==> src/rtl/qseq_pkg.sv <==
package qseq_pkg;

  typedef enum logic [1:0] {
    ST_IDLE  = 2'd0,
    ST_ISSUE = 2'd1,
    ST_WAIT  = 2'd2,
    ST_GAP   = 2'd3
  } seq_state_e;

  // circular membership test: idx lies in [lo..hi], wrapping when lo > hi
  function automatic logic in_window(input logic [31:0] idx,
                                     input logic [31:0] lo,
                                     input logic [31:0] hi);
    if (lo <= hi) return (idx >= lo) && (idx <= hi);
    else          return (idx >= lo) || (idx <= hi);
  endfunction

endpackage

==> src/rtl/qseq_store.sv <==
module qseq_store #(
  parameter int DEPTH = 16,
  parameter int IW    = 4,
  parameter int DW    = 16,
  parameter int CSW   = 2,
  parameter int LENW  = 5,
  parameter int DLYW  = 4
) (
  input  logic            clk,
  input  logic            rst_n,
  input  logic            wr_en,
  input  logic [IW-1:0]   wr_idx,
  input  logic [DW-1:0]   wr_tx,
  input  logic [CSW-1:0]  wr_cs,
  input  logic [LENW-1:0] wr_len,
  input  logic [DLYW-1:0] wr_dly,
  input  logic [IW-1:0]   rd_idx,
  output logic [DW-1:0]   rd_tx,
  output logic [CSW-1:0]  rd_cs,
  output logic [LENW-1:0] rd_len,
  output logic [DLYW-1:0] rd_dly,
  input  logic            res_we,
  input  logic [IW-1:0]   res_widx,
  input  logic [DW-1:0]   res_wdata,
  input  logic [IW-1:0]   res_ridx,
  output logic [DW-1:0]   res_rdata
);

  logic [DW-1:0]   tx_a  [DEPTH];
  logic [CSW-1:0]  cs_a  [DEPTH];
  logic [LENW-1:0] len_a [DEPTH];
  logic [DLYW-1:0] dly_a [DEPTH];
  logic [DW-1:0]   res_a [DEPTH];

  for (genvar g = 0; g < DEPTH; g++) begin : g_slot
    logic            desc_en;
    logic            res_en;
    logic [DW-1:0]   tx_q;
    logic [CSW-1:0]  cs_q;
    logic [LENW-1:0] len_q;
    logic [DLYW-1:0] dly_q;
    logic [DW-1:0]   res_q;

    assign desc_en = wr_en  && (wr_idx   == IW'(g));
    assign res_en  = res_we && (res_widx == IW'(g));

    always_ff @(posedge clk or negedge rst_n) begin
      if (!rst_n) begin
        tx_q  <= '0;
        cs_q  <= '0;
        len_q <= '0;
        dly_q <= '0;
      end else if (desc_en) begin
        tx_q  <= wr_tx;
        cs_q  <= wr_cs;
        len_q <= wr_len;
        dly_q <= wr_dly;
      end
    end

    always_ff @(posedge clk or negedge rst_n) begin
      if (!rst_n)      res_q <= '0;
      else if (res_en) res_q <= res_wdata;
    end

    assign tx_a[g]  = tx_q;
    assign cs_a[g]  = cs_q;
    assign len_a[g] = len_q;
    assign dly_a[g] = dly_q;
    assign res_a[g] = res_q;
  end

  assign rd_tx     = tx_a[rd_idx];
  assign rd_cs     = cs_a[rd_idx];
  assign rd_len    = len_a[rd_idx];
  assign rd_dly    = dly_a[rd_idx];
  assign res_rdata = res_a[res_ridx];

endmodule

==> src/rtl/qseq_walker.sv <==
module qseq_walker
  import qseq_pkg::*;
#(
  parameter int IW   = 4,
  parameter int DLYW = 4
) (
  input  logic            clk,
  input  logic            rst_n,
  input  logic            start,
  input  logic            halt,
  input  logic            wrap_en,
  input  logic [IW-1:0]   start_ptr,
  input  logic [IW-1:0]   end_ptr,
  input  logic            eng_done,
  input  logic [DLYW-1:0] ent_dly,
  output logic            busy,
  output logic            done,
  output logic [IW-1:0]   cur,
  output logic [IW-1:0]   win_lo,
  output logic [IW-1:0]   win_hi,
  output logic            eng_req,
  output logic            res_we
);

  seq_state_e      state_q, state_d;
  logic [IW-1:0]   cur_q, cur_d, lo_q, lo_d, hi_q, hi_d;
  logic            wrap_q, wrap_d, halt_q, halt_d, done_q, done_d;
  logic [DLYW-1:0] cnt_q, cnt_d;

  always_comb begin
    state_d = state_q;
    cur_d   = cur_q;
    lo_d    = lo_q;
    hi_d    = hi_q;
    wrap_d  = wrap_q;
    halt_d  = halt_q;
    done_d  = done_q;
    cnt_d   = cnt_q;
    if (halt && (state_q != ST_IDLE)) halt_d = 1'b1;
    unique case (state_q)
      ST_IDLE: begin
        if (start) begin
          lo_d    = start_ptr;
          hi_d    = end_ptr;
          wrap_d  = wrap_en;
          cur_d   = start_ptr;
          halt_d  = 1'b0;
          done_d  = 1'b0;
          state_d = ST_ISSUE;
        end
      end
      ST_ISSUE: state_d = ST_WAIT;
      ST_WAIT: begin
        if (eng_done) begin
          cnt_d   = ent_dly;
          state_d = ST_GAP;
        end
      end
      ST_GAP: begin
        if (cnt_q != '0) begin
          cnt_d = cnt_q - DLYW'(1);
        end else if (halt_q) begin
          state_d = ST_IDLE;
        end else if (cur_q == hi_q) begin
          if (wrap_q) begin
            cur_d   = lo_q;
            state_d = ST_ISSUE;
          end else begin
            done_d  = 1'b1;
            state_d = ST_IDLE;
          end
        end else begin
          cur_d   = cur_q + IW'(1);
          state_d = ST_ISSUE;
        end
      end
      default: state_d = ST_IDLE;
    endcase
  end

  always_ff @(posedge clk or negedge rst_n) begin
    if (!rst_n) begin
      state_q <= ST_IDLE;
      cur_q   <= '0;
      lo_q    <= '0;
      hi_q    <= '0;
      wrap_q  <= 1'b0;
      halt_q  <= 1'b0;
      done_q  <= 1'b0;
      cnt_q   <= '0;
    end else begin
      state_q <= state_d;
      cur_q   <= cur_d;
      lo_q    <= lo_d;
      hi_q    <= hi_d;
      wrap_q  <= wrap_d;
      halt_q  <= halt_d;
      done_q  <= done_d;
      cnt_q   <= cnt_d;
    end
  end

  assign busy    = (state_q != ST_IDLE);
  assign done    = done_q;
  assign cur     = cur_q;
  assign win_lo  = lo_q;
  assign win_hi  = hi_q;
  assign eng_req = (state_q == ST_ISSUE);
  assign res_we  = (state_q == ST_WAIT) && eng_done;

  AST_REQ_SINGLE_PULSE: assert property (@(posedge clk) disable iff (!rst_n)
    eng_req |=> !eng_req);
  AST_CUR_IN_WINDOW: assert property (@(posedge clk) disable iff (!rst_n)
    busy |-> in_window(32'(cur_q), 32'(lo_q), 32'(hi_q)));
  AST_DONE_ONLY_IDLE: assert property (@(posedge clk) disable iff (!rst_n)
    done_q |-> !busy);
  AST_LOOP_NO_DONE: assert property (@(posedge clk) disable iff (!rst_n)
    (busy && wrap_q) |=> !done_q);
  AST_HALT_NO_REQ: assert property (@(posedge clk) disable iff (!rst_n)
    (halt_q && (state_q == ST_GAP) && (cnt_q == '0)) |=> !eng_req);

endmodule

==> src/rtl/qseq_top.sv <==
module qseq_top
  import qseq_pkg::*;
#(
  parameter int DEPTH = 16,
  parameter int DW    = 16,
  parameter int CSW   = 2,
  parameter int LENW  = 5,
  parameter int DLYW  = 4,
  localparam int IW   = $clog2(DEPTH)
) (
  input  logic            clk,
  input  logic            rst_n,
  input  logic            ent_we,
  input  logic [IW-1:0]   ent_idx,
  input  logic [DW-1:0]   ent_tx,
  input  logic [CSW-1:0]  ent_cs,
  input  logic [LENW-1:0] ent_len,
  input  logic [DLYW-1:0] ent_dly,
  input  logic [IW-1:0]   res_idx,
  output logic [DW-1:0]   res_data,
  input  logic            start,
  input  logic            halt,
  input  logic            wrap_en,
  input  logic            irq_en,
  input  logic [IW-1:0]   start_ptr,
  input  logic [IW-1:0]   end_ptr,
  output logic            busy,
  output logic            done,
  output logic            irq,
  output logic            err,
  output logic [IW-1:0]   cur_ptr,
  output logic            eng_req,
  output logic [DW-1:0]   eng_tx,
  output logic [CSW-1:0]  eng_cs,
  output logic [LENW-1:0] eng_len,
  input  logic            eng_done,
  input  logic [DW-1:0]   eng_rx
);

  logic [IW-1:0]   win_lo, win_hi;
  logic [DLYW-1:0] cur_dly;
  logic            res_we, hit_live, wr_ok;
  logic            err_q, err_d;

  assign hit_live = busy && in_window(32'(ent_idx), 32'(win_lo), 32'(win_hi));
  assign wr_ok    = ent_we && !hit_live;

  always_comb begin
    err_d = err_q;
    if (start && !busy)     err_d = 1'b0;
    if (ent_we && hit_live) err_d = 1'b1;
  end

  always_ff @(posedge clk or negedge rst_n) begin
    if (!rst_n) err_q <= 1'b0;
    else        err_q <= err_d;
  end

  qseq_store #(
    .DEPTH(DEPTH), .IW(IW), .DW(DW), .CSW(CSW), .LENW(LENW), .DLYW(DLYW)
  ) u_store (
    .clk(clk), .rst_n(rst_n),
    .wr_en(wr_ok), .wr_idx(ent_idx), .wr_tx(ent_tx), .wr_cs(ent_cs),
    .wr_len(ent_len), .wr_dly(ent_dly),
    .rd_idx(cur_ptr), .rd_tx(eng_tx), .rd_cs(eng_cs), .rd_len(eng_len),
    .rd_dly(cur_dly),
    .res_we(res_we), .res_widx(cur_ptr), .res_wdata(eng_rx),
    .res_ridx(res_idx), .res_rdata(res_data)
  );

  qseq_walker #(.IW(IW), .DLYW(DLYW)) u_walker (
    .clk(clk), .rst_n(rst_n),
    .start(start), .halt(halt), .wrap_en(wrap_en),
    .start_ptr(start_ptr), .end_ptr(end_ptr),
    .eng_done(eng_done), .ent_dly(cur_dly),
    .busy(busy), .done(done), .cur(cur_ptr),
    .win_lo(win_lo), .win_hi(win_hi),
    .eng_req(eng_req), .res_we(res_we)
  );

  assign err = err_q;
  assign irq = done && irq_en;

  AST_REFUSED_KEEPS_FLAG: assert property (@(posedge clk) disable iff (!rst_n)
    (err_q && busy) |=> err_q);

endmodule

==> config.mk <==
export PLATFORM = sky130hd
export DESIGN_NAME = qseq_top
export DESIGN_NICKNAME = d
export VERILOG_FILES = /design/src/rtl/qseq_pkg.sv /design/src/rtl/qseq_store.sv /design/src/rtl/qseq_walker.sv /design/src/rtl/qseq_top.sv
export SDC_FILE = /design/constraint.sdc
export NUM_CORES = 1
export LEC_CHECK = 0
export BUFFER_PORTS_ARGS = -buffer_cell sky130_fd_sc_hd__buf_4
export CAP_MARGIN = 20
export CORE_UTILIZATION = 62
export DETAILED_ROUTE_END_ITERATION = 10
export PLACE_DENSITY = 0.84
export SLEW_MARGIN = 10
export SYNTH_ARGS = -nofsm -noshare
export SYNTH_HDL_FRONTEND = slang
export SYNTH_HIERARCHICAL = 1
export SYNTH_SLANG_ARGS = --single-unit
==> constraint.sdc <==
create_clock -name clk -period 3.2 [get_ports clk]
set_input_delay 0.32 -clock clk [delete_from_list [all_inputs] [get_ports clk]]
set_output_delay 0.32 -clock clk [all_outputs]
set_load 0.02 [all_outputs]
==> flow_metrics.env <==
export IMPL_gp_congestion=0.8361
export IMPL_synth_ff_type="dfrtp_1"
export IMPL_ios=115
export IMPL_end_kind="primary output"
export IMPL_p_leak_nw=16.70
export IMPL_antenna_found_initial=4
export IMPL_synth_area_leaders="dfrtp_1, mux2_2, mux4_2"
export IMPL_min_period_ns=3.044
export IMPL_seq_area_frac_synth=0.5504
export IMPL_drc_errors=0
export IMPL_critPathTopFamily="flip-flops"
export IMPL_setup_tns_final_ns=0
export IMPL_fin_skew_ns=0.02626
export IMPL_maxCapViolCount=0
export IMPL_synth_edf_count=0
export IMPL_netlist_area_um2=32280
export IMPL_drtIter0Drc=1251
export IMPL_vdd_drop_max_v=0.0007465
export IMPL_antenna_left=0
export IMPL_fmax_mhz=328.5
export IMPL_hold_viol=0
export IMPL_post_cts_buffers=0
export IMPL_viasPerCell=6.415
export IMPL_outcome="finished clean"
export IMPL_drt_wl_total_um=74300
export IMPL_cp_required_ns=2.88
export IMPL_whs_ns=0.07208
export IMPL_holdBufCountCts=11
export IMPL_htree_levels=3
export IMPL_clkTransAtPathRegs_ns=0.06
export IMPL_clock_root_buffer="clkbuf_16"
export IMPL_r2r_slack_ns=0.21
export IMPL_drive_gt1_frac=0.5466
export IMPL_cts_tree="yes"
export IMPL_intPower_w=0.02521
export IMPL_syn_nets=2134
export IMPL_cts_made_buffers=72
export IMPL_rsz0062_at_grt="no"
export IMPL_nets=2242
export IMPL_cp_arrival_ns=2.72
export IMPL_cts_resized=0
export IMPL_coreArea_um2=51410
export IMPL_die_x_um=230.2
export IMPL_syn_area_per_cell_um2=15.75
export IMPL_critical_path_max_stage_delay_ns=0.85
export IMPL_p_switching_w=0.01098
export IMPL_syn_inst=2049
export IMPL_crit_path_max_fanout=41
export IMPL_start_kind="flop"
export IMPL_die_area_um2=52980
export IMPL_crit_chain="buf_12 -> mux4_2 -> a22oi_1 -> nand2_1 -> buf_4"
export IMPL_setup_viol=0
export IMPL_synth_seq_cells=710
export IMPL_grt_pass1_vias=20507
export IMPL_port_buffers=114
export IMPL_syn_to_final_growth_pct=14.09
export IMPL_async_flop_share=1.000
export IMPL_path_buf_inv=2
export IMPL_ys_types=53
export IMPL_pwr_share_seq=0.422
export IMPL_yosysMostFrequentCell="dfrtp_1"
export IMPL_synth_top_area_frac=0.5504
export IMPL_cp_slowest_cell="dfrtp_4"
export IMPL_synth_common_cells="dfrtp_1, mux2_2, mux4_2, a22oi_1, clkbuf_1"
export IMPL_grt_pass1_wl_um=118900
export IMPL_timing_slew_headroom=0.3168
export IMPL_overflow=0
export IMPL_reg2reg_to="u_store/g_slot[12].dly_q[3]"
export IMPL_tightestPinTransition_ns=1.025
export IMPL_cts_buffer_depth=3
export IMPL_grt_use_total=0.2922
export IMPL_p_sw_frac=0.3033
export IMPL_num_rows=83
export IMPL_crit_type="flop to primary output"
export IMPL_cts_sinks=710
export IMPL_fill_cells=3161
export IMPL_timing_rr_start="u_walker/win_hi[1]"
export IMPL_die_h_um=230.2
export IMPL_reg2reg_depth=11
export IMPL_wire_per_inst_um=25.68
export IMPL_min_to="u_store/g_slot[4].len_q[1]"
export IMPL_hold_class="primary input to flop"
export IMPL_min_from="ent_len[1]"
export IMPL_grt_max_degree=92
export IMPL_route_vias_total=18558
export IMPL_p_clk_frac=0.238
export IMPL_synth_warnings=6
export IMPL_finalMaxSlewViolations=0
export IMPL_period_share=0.9512
export IMPL_p_comb_frac=0.341
export IMPL_synth_top_area_cell="dfrtp_1"
export IMPL_power_density_nw_per_um2=982.7
export IMPL_first_pass_iters=5
export IMPL_clk_latency_ns=0.61
export IMPL_initial_core_util=0.6280
export IMPL_place_hpwl_um=43930
export IMPL_holdPathStages=2
## per-layer routing
layer | track usage | vias up | share of wire
met5 | 0 | - | 0.00023
met3 | 0.04204 | 151 | 0.040
met2 | 0.4947 | 471 | 0.52
li1 | - | 7860 | -
met1 | 0.3908 | 10074 | 0.41
met4 | 0.09748 | 2 | 0.030
## registers in the layout, indices dropped and copies added, names as in the netlist
register and count:
u_walker/cnt_q 4, u_walker/win_hi 4, u_walker/halt_q 1, u_walker/win_lo 4
u_store/g_slot.res_q 256, u_walker/done 1, u_store/g_slot.cs_q 32, u_store/g_slot.tx_q 256
u_store/g_slot.len_q 80, u_walker/wrap_q 1, u_walker/state_q 2, u_store/g_slot.dly_q 64
u_walker/cur 4, err 1
## how the worst max path moves through the flow
stage                  startpoint                     endpoint  depth (start not counted)
2_1_floorplan  u_walker/win_hi[1]    u_store/g_slot[1].cs_q[0]                         12
3_3_place_gp           ent_idx[0]  u_store/g_slot[12].tx_q[11]                         11
3_5_place_dp           ent_idx[1]   u_store/g_slot[8].len_q[0]                         11
4_1_cts           u_walker/cur[1]                    eng_tx[5]                          5
5_1_grt           u_walker/cur[1]                    eng_tx[5]                          5
6_report          u_walker/cur[1]                    eng_tx[5]                          5
## through the flow
stage / total power, W / instances / setup slack [ns] / cell area [µm²] / util
after floorplan: 0.02363 / 2049 / 0.3758 / 32280 / -
after global placement: 0.02668 / 2752 / 0.3573 / 34260 / 0.6664
after detailed placement: 0.02757 / 2752 / 0.2550 / 34260 / 0.6664
after CTS: 0.03637 / 2890 / 0.1019 / 36820 / 0.7163
after global routing: 0.03799 / 2893 / 0.05712 / 36830 / 0.7164
final: 0.03619 / 2893 / 0.1562 / 36830 / 0.7164
## area by class of cell
type / instances / area (µm²) / share of cell area
Multi-Input combinational cell: 1158 / 13800 / 0.3747
Timing Repair Buffer: 196 / 1869 / 0.05076
Tap cell: 680 / 850.8 / 0.02310
Sequential cell: 710 / 17770 / 0.4826
Clock inverter: 21 / 242.7 / 0.006591
Inverter: 19 / 71.32 / 0.001936
Antenna cell: 3 / 7.507 / 0.0002038
Clock buffer: 106 / 2213 / 0.06010
## power groups by stage
stage	combinational (W)	sequential (W)	clock, W
CTS	0.0124	0.0152	0.00874
global route	0.0131	0.0157	0.00910
finish	0.0123	0.0153	0.00860
global placement	0.0118	0.0149	0
detailed placement	0.0122	0.0153	0
floorplan	0.00919	0.0144	0
## cells in the final DEF (no fill, tap or decap), types with 5 or more instances in the layout
master / netlist / layout
nand3_1: 6 / 6
buf_4: 2 / 155
clkbuf_16: 0 / 75
o21ai_1: 5 / 5
nor2_4: 0 / 10
dlygate4sd3_1: 0 / 11
clkinv_2: 0 / 10
clkbuf_8: 0 / 22
mux2_2: 690 / 690
mux4_2: 172 / 172
ha_1: 18 / 18
mux2_1: 11 / 11
inv_1: 19 / 19
clkbuf_1: 77 / 9
a22oi_1: 86 / 86
buf_12: 0 / 29
dfrtp_1: 710 / 708
mux2i_1: 6 / 6
a21oi_1: 6 / 6
nor2_1: 21 / 11
nand2b_1: 6 / 5
nand3b_1: 6 / 6
nand2_1: 56 / 55
nor2_2: 9 / 9
## logic make-up after synthesis
kind of cell / count (synthesis) / share of synthesized area
compound gates: 120 / 0.02709
fa+ha+maj: 19 / 0.007326
mux: 879 / 0.3664
xor+xnor: 6 / 0.002558
buf+inv: 181 / 0.02523
simple gates: 134 / 0.02101
flops: 710 / 0.5504
No activity file was read; power rests on OpenSTA's default activity.
